$ cat src/rtl/awd_pkg.sv
package awd_pkg;

    localparam int NUM_WIN        = 8;
    localparam int NUM_REMAP      = 4;
    localparam int AW             = 32;
    localparam int TW             = 4;
    localparam int ATW            = 8;
    localparam int FW             = 2 * AW;
    localparam int GRAN_LSB       = 16;
    localparam int INT_REGION_LSB = 20;
    localparam int WIN_IDX_W      = $clog2(NUM_WIN);
    localparam int RA_W           = WIN_IDX_W + 3;
    localparam logic [RA_W-1:0] INT_SEL = RA_W'(1) << (RA_W - 1);
    localparam logic [AW-1:0]   IBASE_RST = 32'hF100_0000;

    typedef enum logic [1:0] {
        REG_CTRL = 2'd0,
        REG_BASE = 2'd1,
        REG_RLO  = 2'd2,
        REG_RHI  = 2'd3
    } reg_kind_e;

    typedef struct packed {
        logic [15:0] size_m1;
        logic [7:0]  attr;
        logic [3:0]  target;
        logic [2:0]  rsvd;
        logic        en;
    } win_ctrl_t;

    function automatic win_ctrl_t ctrl_clean(input logic [31:0] w);
        win_ctrl_t c;
        c      = win_ctrl_t'(w);
        c.rsvd = '0;
        return c;
    endfunction

endpackage

$ cat src/rtl/awd_regfile.sv
module awd_regfile
    import awd_pkg::*;
#(
    parameter int N_WIN   = NUM_WIN,
    parameter int N_REMAP = NUM_REMAP,
    parameter logic [31:0] IB_RST = IBASE_RST
) (
    input  logic             clk,
    input  logic             rst,
    input  logic             wr_en,
    input  logic [RA_W-1:0]  wr_addr,
    input  logic [31:0]      wr_data,
    input  logic [RA_W-1:0]  rd_addr,
    output logic [31:0]      rd_data,
    output logic             win_en     [N_WIN],
    output logic [15:0]      win_size   [N_WIN],
    output logic [TW-1:0]    win_tgt    [N_WIN],
    output logic [ATW-1:0]   win_attr   [N_WIN],
    output logic [15:0]      win_base_hi[N_WIN],
    output logic [FW-1:0]    win_remap  [N_REMAP],
    output logic [AW-1:INT_REGION_LSB] int_base_hi
);

    win_ctrl_t   ctrl_q [N_WIN];
    logic [31:0] base_q [N_WIN];
    logic [31:0] rlo_q  [N_REMAP];
    logic [31:0] rhi_q  [N_REMAP];
    logic [31:0] ibase_q;

    logic                 wr_is_int, wr_is_win, rd_is_int, rd_is_win;
    logic [WIN_IDX_W-1:0] widx, ridx;
    reg_kind_e            wkind, rkind;

    assign wr_is_int = (wr_addr == INT_SEL);
    assign wr_is_win = !wr_addr[RA_W-1];
    assign widx      = wr_addr[WIN_IDX_W+1:2];
    assign wkind     = reg_kind_e'(wr_addr[1:0]);
    assign rd_is_int = (rd_addr == INT_SEL);
    assign rd_is_win = !rd_addr[RA_W-1];
    assign ridx      = rd_addr[WIN_IDX_W+1:2];
    assign rkind     = reg_kind_e'(rd_addr[1:0]);

    always_ff @(posedge clk) begin
        if (rst) begin
            for (int i = 0; i < N_WIN; i++) begin
                ctrl_q[i] <= '0;
                base_q[i] <= '0;
            end
            for (int j = 0; j < N_REMAP; j++) begin
                rlo_q[j] <= '0;
                rhi_q[j] <= '0;
            end
            ibase_q <= IB_RST;
        end else if (wr_en) begin
            if (wr_is_int) begin
                ibase_q <= wr_data;
            end else if (wr_is_win) begin
                case (wkind)
                    REG_CTRL: ctrl_q[widx] <= ctrl_clean(wr_data);
                    REG_BASE: base_q[widx] <= wr_data;
                    REG_RLO: begin
                        for (int j = 0; j < N_REMAP; j++)
                            if (widx == WIN_IDX_W'(j)) rlo_q[j] <= wr_data;
                    end
                    default: begin
                        for (int j = 0; j < N_REMAP; j++)
                            if (widx == WIN_IDX_W'(j)) rhi_q[j] <= wr_data;
                    end
                endcase
            end
        end
    end

    always_comb begin
        rd_data = '0;
        if (rd_is_int) begin
            rd_data = ibase_q;
        end else if (rd_is_win) begin
            case (rkind)
                REG_CTRL: rd_data = ctrl_q[ridx];
                REG_BASE: rd_data = base_q[ridx];
                REG_RLO: begin
                    for (int j = 0; j < N_REMAP; j++)
                        if (ridx == WIN_IDX_W'(j)) rd_data = rlo_q[j];
                end
                default: begin
                    for (int j = 0; j < N_REMAP; j++)
                        if (ridx == WIN_IDX_W'(j)) rd_data = rhi_q[j];
                end
            endcase
        end
    end

    for (genvar i = 0; i < N_WIN; i++) begin : g_out
        assign win_en[i]      = ctrl_q[i].en;
        assign win_size[i]    = ctrl_q[i].size_m1;
        assign win_tgt[i]     = ctrl_q[i].target;
        assign win_attr[i]    = ctrl_q[i].attr;
        assign win_base_hi[i] = base_q[i][31:16];
    end

    for (genvar j = 0; j < N_REMAP; j++) begin : g_remap
        assign win_remap[j] = {rhi_q[j], rlo_q[j]};
    end

    assign int_base_hi = ibase_q[AW-1:INT_REGION_LSB];

endmodule

$ cat src/rtl/awd_win_match.sv
module awd_win_match
    import awd_pkg::*;
(
    input  logic          en,
    input  logic [15:0]   size_m1,
    input  logic [15:0]   base_hi,
    input  logic [AW-1:0] addr,
    output logic          hit,
    output logic [AW-1:0] offset
);

    assign offset = addr - {base_hi, {GRAN_LSB{1'b0}}};
    assign hit    = en && (offset[AW-1:GRAN_LSB] <= size_m1);

endmodule

$ cat src/rtl/awd_prio_sel.sv
module awd_prio_sel #(
    parameter int N  = 8,
    parameter int DW = 8
) (
    input  logic [N-1:0]  hits,
    input  logic [DW-1:0] data [N],
    output logic          any,
    output logic [DW-1:0] sel
);

    always_comb begin
        any = 1'b0;
        sel = '0;
        for (int i = N - 1; i >= 0; i--) begin
            if (hits[i]) begin
                any = 1'b1;
                sel = data[i];
            end
        end
    end

endmodule

$ cat src/rtl/awd_addr_decoder.sv
module awd_addr_decoder
    import awd_pkg::*;
#(
    parameter int N_WIN   = NUM_WIN,
    parameter int N_REMAP = NUM_REMAP,
    parameter logic [31:0] IB_RST = IBASE_RST
) (
    input  logic            clk,
    input  logic            rst,
    input  logic            wr_en,
    input  logic [RA_W-1:0] wr_addr,
    input  logic [31:0]     wr_data,
    input  logic [RA_W-1:0] rd_addr,
    output logic [31:0]     rd_data,
    input  logic [AW-1:0]   lk_addr,
    output logic            lk_hit,
    output logic            lk_miss,
    output logic            lk_internal,
    output logic [TW-1:0]   lk_target,
    output logic [ATW-1:0]  lk_attr,
    output logic [FW-1:0]   lk_fwd_addr
);

    localparam int PAY_W = TW + ATW + FW;

    logic             win_en     [N_WIN];
    logic [15:0]      win_size   [N_WIN];
    logic [TW-1:0]    win_tgt    [N_WIN];
    logic [ATW-1:0]   win_attr   [N_WIN];
    logic [15:0]      win_base_hi[N_WIN];
    logic [FW-1:0]    win_remap  [N_REMAP];
    logic [AW-1:INT_REGION_LSB] int_base_hi;

    logic [N_WIN-1:0] hit_v;
    logic [AW-1:0]    off_v [N_WIN];
    logic [FW-1:0]    fwd_v [N_WIN];
    logic [PAY_W-1:0] pay_v [N_WIN];
    logic [PAY_W-1:0] sel_pay;
    logic             any_hit, int_hit;

    awd_regfile #(
        .N_WIN(N_WIN), .N_REMAP(N_REMAP), .IB_RST(IB_RST)
    ) u_regs (
        .clk(clk), .rst(rst),
        .wr_en(wr_en), .wr_addr(wr_addr), .wr_data(wr_data),
        .rd_addr(rd_addr), .rd_data(rd_data),
        .win_en(win_en), .win_size(win_size), .win_tgt(win_tgt),
        .win_attr(win_attr), .win_base_hi(win_base_hi),
        .win_remap(win_remap), .int_base_hi(int_base_hi)
    );

    for (genvar i = 0; i < N_WIN; i++) begin : g_win
        awd_win_match u_match (
            .en(win_en[i]), .size_m1(win_size[i]), .base_hi(win_base_hi[i]),
            .addr(lk_addr), .hit(hit_v[i]), .offset(off_v[i])
        );
        if (i < N_REMAP) begin : g_rm
            assign fwd_v[i] = win_remap[i] + {{(FW-AW){1'b0}}, off_v[i]};
        end else begin : g_pass
            assign fwd_v[i] = {{(FW-AW){1'b0}}, lk_addr};
        end
        assign pay_v[i] = {win_tgt[i], win_attr[i], fwd_v[i]};
    end

    awd_prio_sel #(.N(N_WIN), .DW(PAY_W)) u_sel (
        .hits(hit_v), .data(pay_v), .any(any_hit), .sel(sel_pay)
    );

    assign int_hit     = (lk_addr[AW-1:INT_REGION_LSB] == int_base_hi);
    assign lk_internal = int_hit;
    assign lk_hit      = any_hit && !int_hit;
    assign lk_miss     = !any_hit && !int_hit;

    always_comb begin
        if (lk_hit) begin
            {lk_target, lk_attr, lk_fwd_addr} = sel_pay;
        end else begin
            lk_target   = '0;
            lk_attr     = '0;
            lk_fwd_addr = {{(FW-AW){1'b0}}, lk_addr};
        end
    end

endmodule

$ cat config.mk
export PLATFORM = sky130hd
export DESIGN_NAME = awd_addr_decoder
export DESIGN_NICKNAME = d
export VERILOG_FILES = /design/src/rtl/awd_pkg.sv /design/src/rtl/awd_regfile.sv /design/src/rtl/awd_win_match.sv /design/src/rtl/awd_prio_sel.sv /design/src/rtl/awd_addr_decoder.sv
export SDC_FILE = /design/constraint.sdc
export NUM_CORES = 2
export LEC_CHECK = 0
export ABC_AREA = 0
export BUFFER_PORTS_ARGS = -buffer_cell sky130_fd_sc_hd__buf_2
export CORE_UTILIZATION = 30
export DETAILED_ROUTE_END_ITERATION = 10
export GPL_TIMING_DRIVEN = 0
export PLACE_DENSITY_LB_ADDON = 0.3
export SYNTH_ARGS = -nofsm -noshare
export SYNTH_HDL_FRONTEND = slang
export SYNTH_HIERARCHICAL = 1
export SYNTH_SLANG_ARGS = --single-unit
$ cat constraint.sdc
create_clock -name clk -period 5.4 [get_ports clk]
set_input_delay 0.54 -clock clk [delete_from_list [all_inputs] [get_ports clk]]
set_output_delay 0.54 -clock clk [all_outputs]
set_load 0.05 [all_outputs]
# Yosys cells after proc, flatten, opt, wreduce, memory -nomap -nowiden
# Memories as Yosys holds them, arrays and structs flattened.
# Cells that the tools add are included.
# classes
n_addsub,12
order_cmp,8
eq_ne,13
muxes,110
bitwise,8
reduce_logical,20
# op_table
cell,count
two-way mux 32 bit,19
two-way mux 76 bit,8
adder 64 x 32 -> 64 bit,4
subtractor 32 bit,8
less-or-equal comparator 16 bit,8
one-hot mux 32 bit (3 select lines),1
two-way mux 1 bit,76
two-way mux 64 bit,1
OR reduction 32 bit,1
two-way mux 29 bit,1
OR reduction 29 bit,1
== test 12 bit,1
== test 3 x 2 -> 1 bit (second input constant),4
== test 6 bit (second input constant),2
logical AND 1 bit,10
two-way mux 8 bit,1
OR 1 bit,8
== test 3 x 1 -> 1 bit (second input constant),2
logical NOT 3 bit,2
two-way mux 3 bit,2
== test 2 x 1 -> 1 bit (second input constant),2
== test 2 bit (second input constant),2
logical NOT 2 bit,2
two-way mux 4 bit,1
other kinds (3),4
# totals
reg_bits,32
ram_bits,744
in_bits,79
out_inout_bits,111
elab_cells,176
memories,4
# memory_table
name,depth,word_bits,rd,rd_ports_with_merged_regs,write_ports,line_no,rtl
u_regs.base_q,8,32,9,0,8,awd_regfile.sv:25,logic [31:0] base_q [N_WIN];
u_regs.ctrl_q,8,29,9,0,8,awd_regfile.sv:24,win_ctrl_t ctrl_q [N_WIN];
u_regs.rhi_q,4,32,4,0,4,awd_regfile.sv:27,logic [31:0] rhi_q [N_REMAP];
u_regs.rlo_q,4,32,4,0,4,awd_regfile.sv:26,logic [31:0] rlo_q [N_REMAP];

# Logic depth before layout (Yosys ltp)
# An unclocked memory read counts as a cell.
# logic_depth
ltp_word,14
ltp_mapped,25
depth_no_buf,22

# Modules after synthesis
# The synthesis kept the hierarchy.
# by_module_without_submodules
mod,n_inst,cells_each,area_per_inst_um2,seq_area_each_um2
awd_regfile,1,2640,36593.8,22982.0
awd_addr_decoder,1,1455,10028.4,0.0
awd_win_match at g_win[0].u_match ...,7,196,1342.5,0.0
awd_prio_sel,1,648,4364.2,0.0
awd_win_match at g_win[7].u_match,1,196,1372.6,0.0

# Worst setup path before layout
# OpenSTA, ideal clock, no wires.
# synth_timing
path_kind,input to output
start,input lk_addr[16]
end,output lk_attr[1]
arrival_ns,5.014
required_time_ns,4.860
slack_ns,-0.154
cell_stages,23
path_buffers,5
cell_sequence,inv_1 -> ha_1 -> fa_1 -> nor2b_1 -> o2111ai_1 -> a21oi_1 -> o221a_1 -> nor2_1 -> ha_1 -> nand4_1 -> nor3_1 -> a221oi_1 -> o21ai_0 -> o21ai_0 -> buf_6 -> buf_2 -> buf_2 -> nor4_1 -> nand3_1 -> nor2b_1 -> clkbuf_1 -> clkbuf_1 -> and2_1
# synth_rtl
element,line_no,rtl
from (decl),awd_addr_decoder.sv:15,"input logic [AW-1:0] lk_addr,"
to (decl),awd_addr_decoder.sv:20,"output logic [ATW-1:0] lk_attr,"

==> metrics.md <==
| Metric | Value |
|---|---|
| Status | finished with violations |
| Violated checks | max-capacitance violations, max-slew violations, negative setup slack |
| Total global-route track usage | 0.3090 |
| TritonCTS clock tree | yes |
| P_leak | 29.17 nW |
| HPWL Detailed | 256,900 µm |
| DR WL/cell | 34.51 µm |
| Finished Layout Cells | 9,571 |
| Tightest Pin Transition | 1.626 ns |
| Arr. time, crit path | about 6 ns |
| Internal Power | 0.01457 W |
| CP bufs+invs | 9 |
| CP endpoint kind | primary output |
| Fin crit period | between 6 and 7 ns |
| Drt pass-1 iters | 8 |
| Final Hold Fails | 0 |
| Worst-Skew Late Latency | 0.71 ns |
| Clock slew at reported path FFs | roughly 0.070 ns |
| GRT overflow | 0 |
| # IOs | 190 |
| Placer congestion estimate | ~1.1 |
| RSZ-0062 raised after global routing | yes |
| DR vias/cell | about 5.8 |
| Hold WC Path Type | primary input to flip-flop |
| Pre-CTS setup slack | -4.583 ns |
| Vias | approximately 56,000 |
| Max Transition Viols Final | 41 |
| # rows | ~170 |
| Remaining antenna violation count | 0 |
| Synth Cell Area | around 61,000 µm² |
| Final setup margin | -1.069 ns |
| Fmax | roughly 150 MHz |
| Largest net degree at the start of global routing | 33 |
| Top delay family on crit path | buffers and inverters |
| VDD IR max | about 0.00023 V |
| Sequential Power Share | 0.296 |
| H-tree Lvls | 3 |
| CP Launch Point | u_regs/base_q[2][16]$_SDFFCE_PN0P_ |
| Die Area | ~210,000 µm² |
| Drt drc | 0 |
| Comb pwr share | 0.455 |
| Hold wc startpoint | wr_data[16] |
| Crit-path max FO | 10 |
| Reg-to-reg startpoint | u_regs/ibase_q[21]$_SDFFE_PP0P_ |
| Syn avg cell area | roughly 10 µm² |
| Clk_skew | 0 ns |
| Die Y | roughly 450 µm |
| First DRT Iteration DRCs | ~8,000 |
| WP data required | slightly below 5 ns |
| Crit-path most repeated cell | buf_4 |
| Synth warn | 6 |
| Max Cap Viol | 6 |
| Clock power frac | 0.249 |
| Finished Core Util | 0.3677 |
| Fraction of layout cells with a size suffix above 1 | 0.2151 |
| Post-DP Area | about 66,000 µm² |
| Detailed Route WL | 330,300 µm |
| Period utilization | 1.198 |
| Fin area | approximately 74,000 µm² |
| Nets | 7,281 |
| Slew HR | -0.08426 |
| Final setup viols | around 80 |
| Type of origin of the critical path | flip-flop |
| Net Sw Frac | 0.4051 |
| Initial Util | 0.3025 |
| Clock Tree Buf Depth | 3 |
| First-pass GRT wire length | roughly 430,000 µm |
| Net Sw Power | between 0.009 and 0.01 W |
| CORE AREA | between 200,000 and 250,000 µm² |
| Fill cells | slightly above 20,000 |
| Inst Count DP | between 9,000 and 10,000 |
| Vias in the first global route | a little over 50,000 |
| Slowest library cell on the worst path | edfxtp_1 |
| PortBufs | about 180 |
| Critical Path Max Stage Delay | roughly 0.45 ns |
| Area Overhead vs Synth | 21.57% |
| Initial antenna violation count | between 50 and 60 |
| Inserted Clock Buffers | 83 |
| Tot Pwr | 0.02449 W |
| Die Width | 453.9 µm |
| Pwr/cell area | about 330 nW/µm² |
| Post-Syn Instances | ~6,200 |
| CTS Sinks | a little under 800 |
| Post-CTS Hold Fix Bufs | 0 |
| CTS root buffer | clkbuf_16 |
| Critical path type | flip-flop to primary output |
per-layer routing:
| layer | share of wire | vias up | global-route usage | wire [µm] |
|---|---|---|---|---|
| met1 | 0.38 | 27711 | 0.3924 | 126000 |
| met5 | 0.00029 | - | 0 | 95 |
| met3 | 0.099 | 722 | 0.05199 | 32820 |
| li1 | - | 23802 | - | - |
| met2 | 0.43 | 3386 | 0.4753 | 143500 |
| met4 | 0.084 | 14 | 0.2198 | 27890 |
tightest hold or removal path, cell delays in order:
cell,delay [ns]
buf_2,0.20
nand2_1,0.09
a21oi_1,0.06
layout make-up:
cell class                      instances  area (µm²)  share of cell area
Buffer                                578        3755             0.05042
Multi-Input combinational cell       4673       36590              0.4913
Timing Repair Buffer                  387        3756             0.05044
Clock inverter                         53       605.6            0.008131
Clock buffer                          102        2212             0.02970
Sequential cell                       776       22980              0.3086
Antenna cell                           15       37.54           0.0005040
Tap cell                             2672        3343             0.04489
Inverter                              315        1190             0.01598
path summary, 6_finish.rpt:
path / cells after the start / slack, ns / to
worst max register to register: 2 / 4.65 / u_regs/ibase_q[21]$_SDFFE_PP0P_
worst min register to register: 2 / 0.47 / u_regs/ibase_q[3]$_SDFFE_PP0P_
worst min-delay path: 3 / 0.25 / u_regs/ibase_q[16]$_SDFFE_PP0P_
worst max-delay path: 25 / -1.07 / lk_fwd_addr[26]
registers in the layout (all words and copies together) (netlist names):
register,cells
u_regs/rhi_q,128
u_regs/ctrl_q,232
u_regs/rlo_q,128
u_regs/base_q,256
u_regs/ibase_q,32
power by group through the flow:
stage          combinational, W  sequential (W)  clock, W
5_1_grt                  0.0115         0.00725   0.00633
2_1_floorplan           0.00573         0.00714         0
3_5_place_dp            0.00888         0.00734         0
4_1_cts                  0.0102         0.00721   0.00615
6_report                 0.0111         0.00724   0.00611
3_3_place_gp            0.00881         0.00734         0
through the flow:
step	hold WS, ns	TNS (ns)
floorplan	0.4366	0
global route	0.2356	-84.64
CTS	0.2199	-85.32
global placement	0.4479	-399.71
finish	0.2473	-75.55
detailed placement	0.4524	-331.89
placed cells by master, fill, tap and decap left out, types with 78 or more instances in the layout:
master / count
a21o_1: 89
a21oi_1: 333
a221o_1: 155
a22oi_1: 102
a31oi_1: 110
and2_1: 763
buf_2: 147
buf_4: 366
buf_6: 86
clkbuf_1: 224
clkbuf_16: 97
conb_1: 128
edfxtp_1: 744
ha_1: 326
inv_1: 306
mux4_2: 144
nand2_1: 364
nand2b_1: 137
nand3_1: 78
nand4_1: 96
nor2_1: 252
o21ai_0: 220
o21ai_1: 92
xnor2_1: 188
xor2_1: 121
repair_timing:
item / in CTS / in global routing
gates cloned: 4 / 7
endpoints found under the hold margin: 0 / 0
setup buffers: 125 / 59
pin swaps: 110 / 163
setup endpoints to repair: 78 / 78
gates resized for setup: 542 / 399
Power figures use the tool's default switching activity.
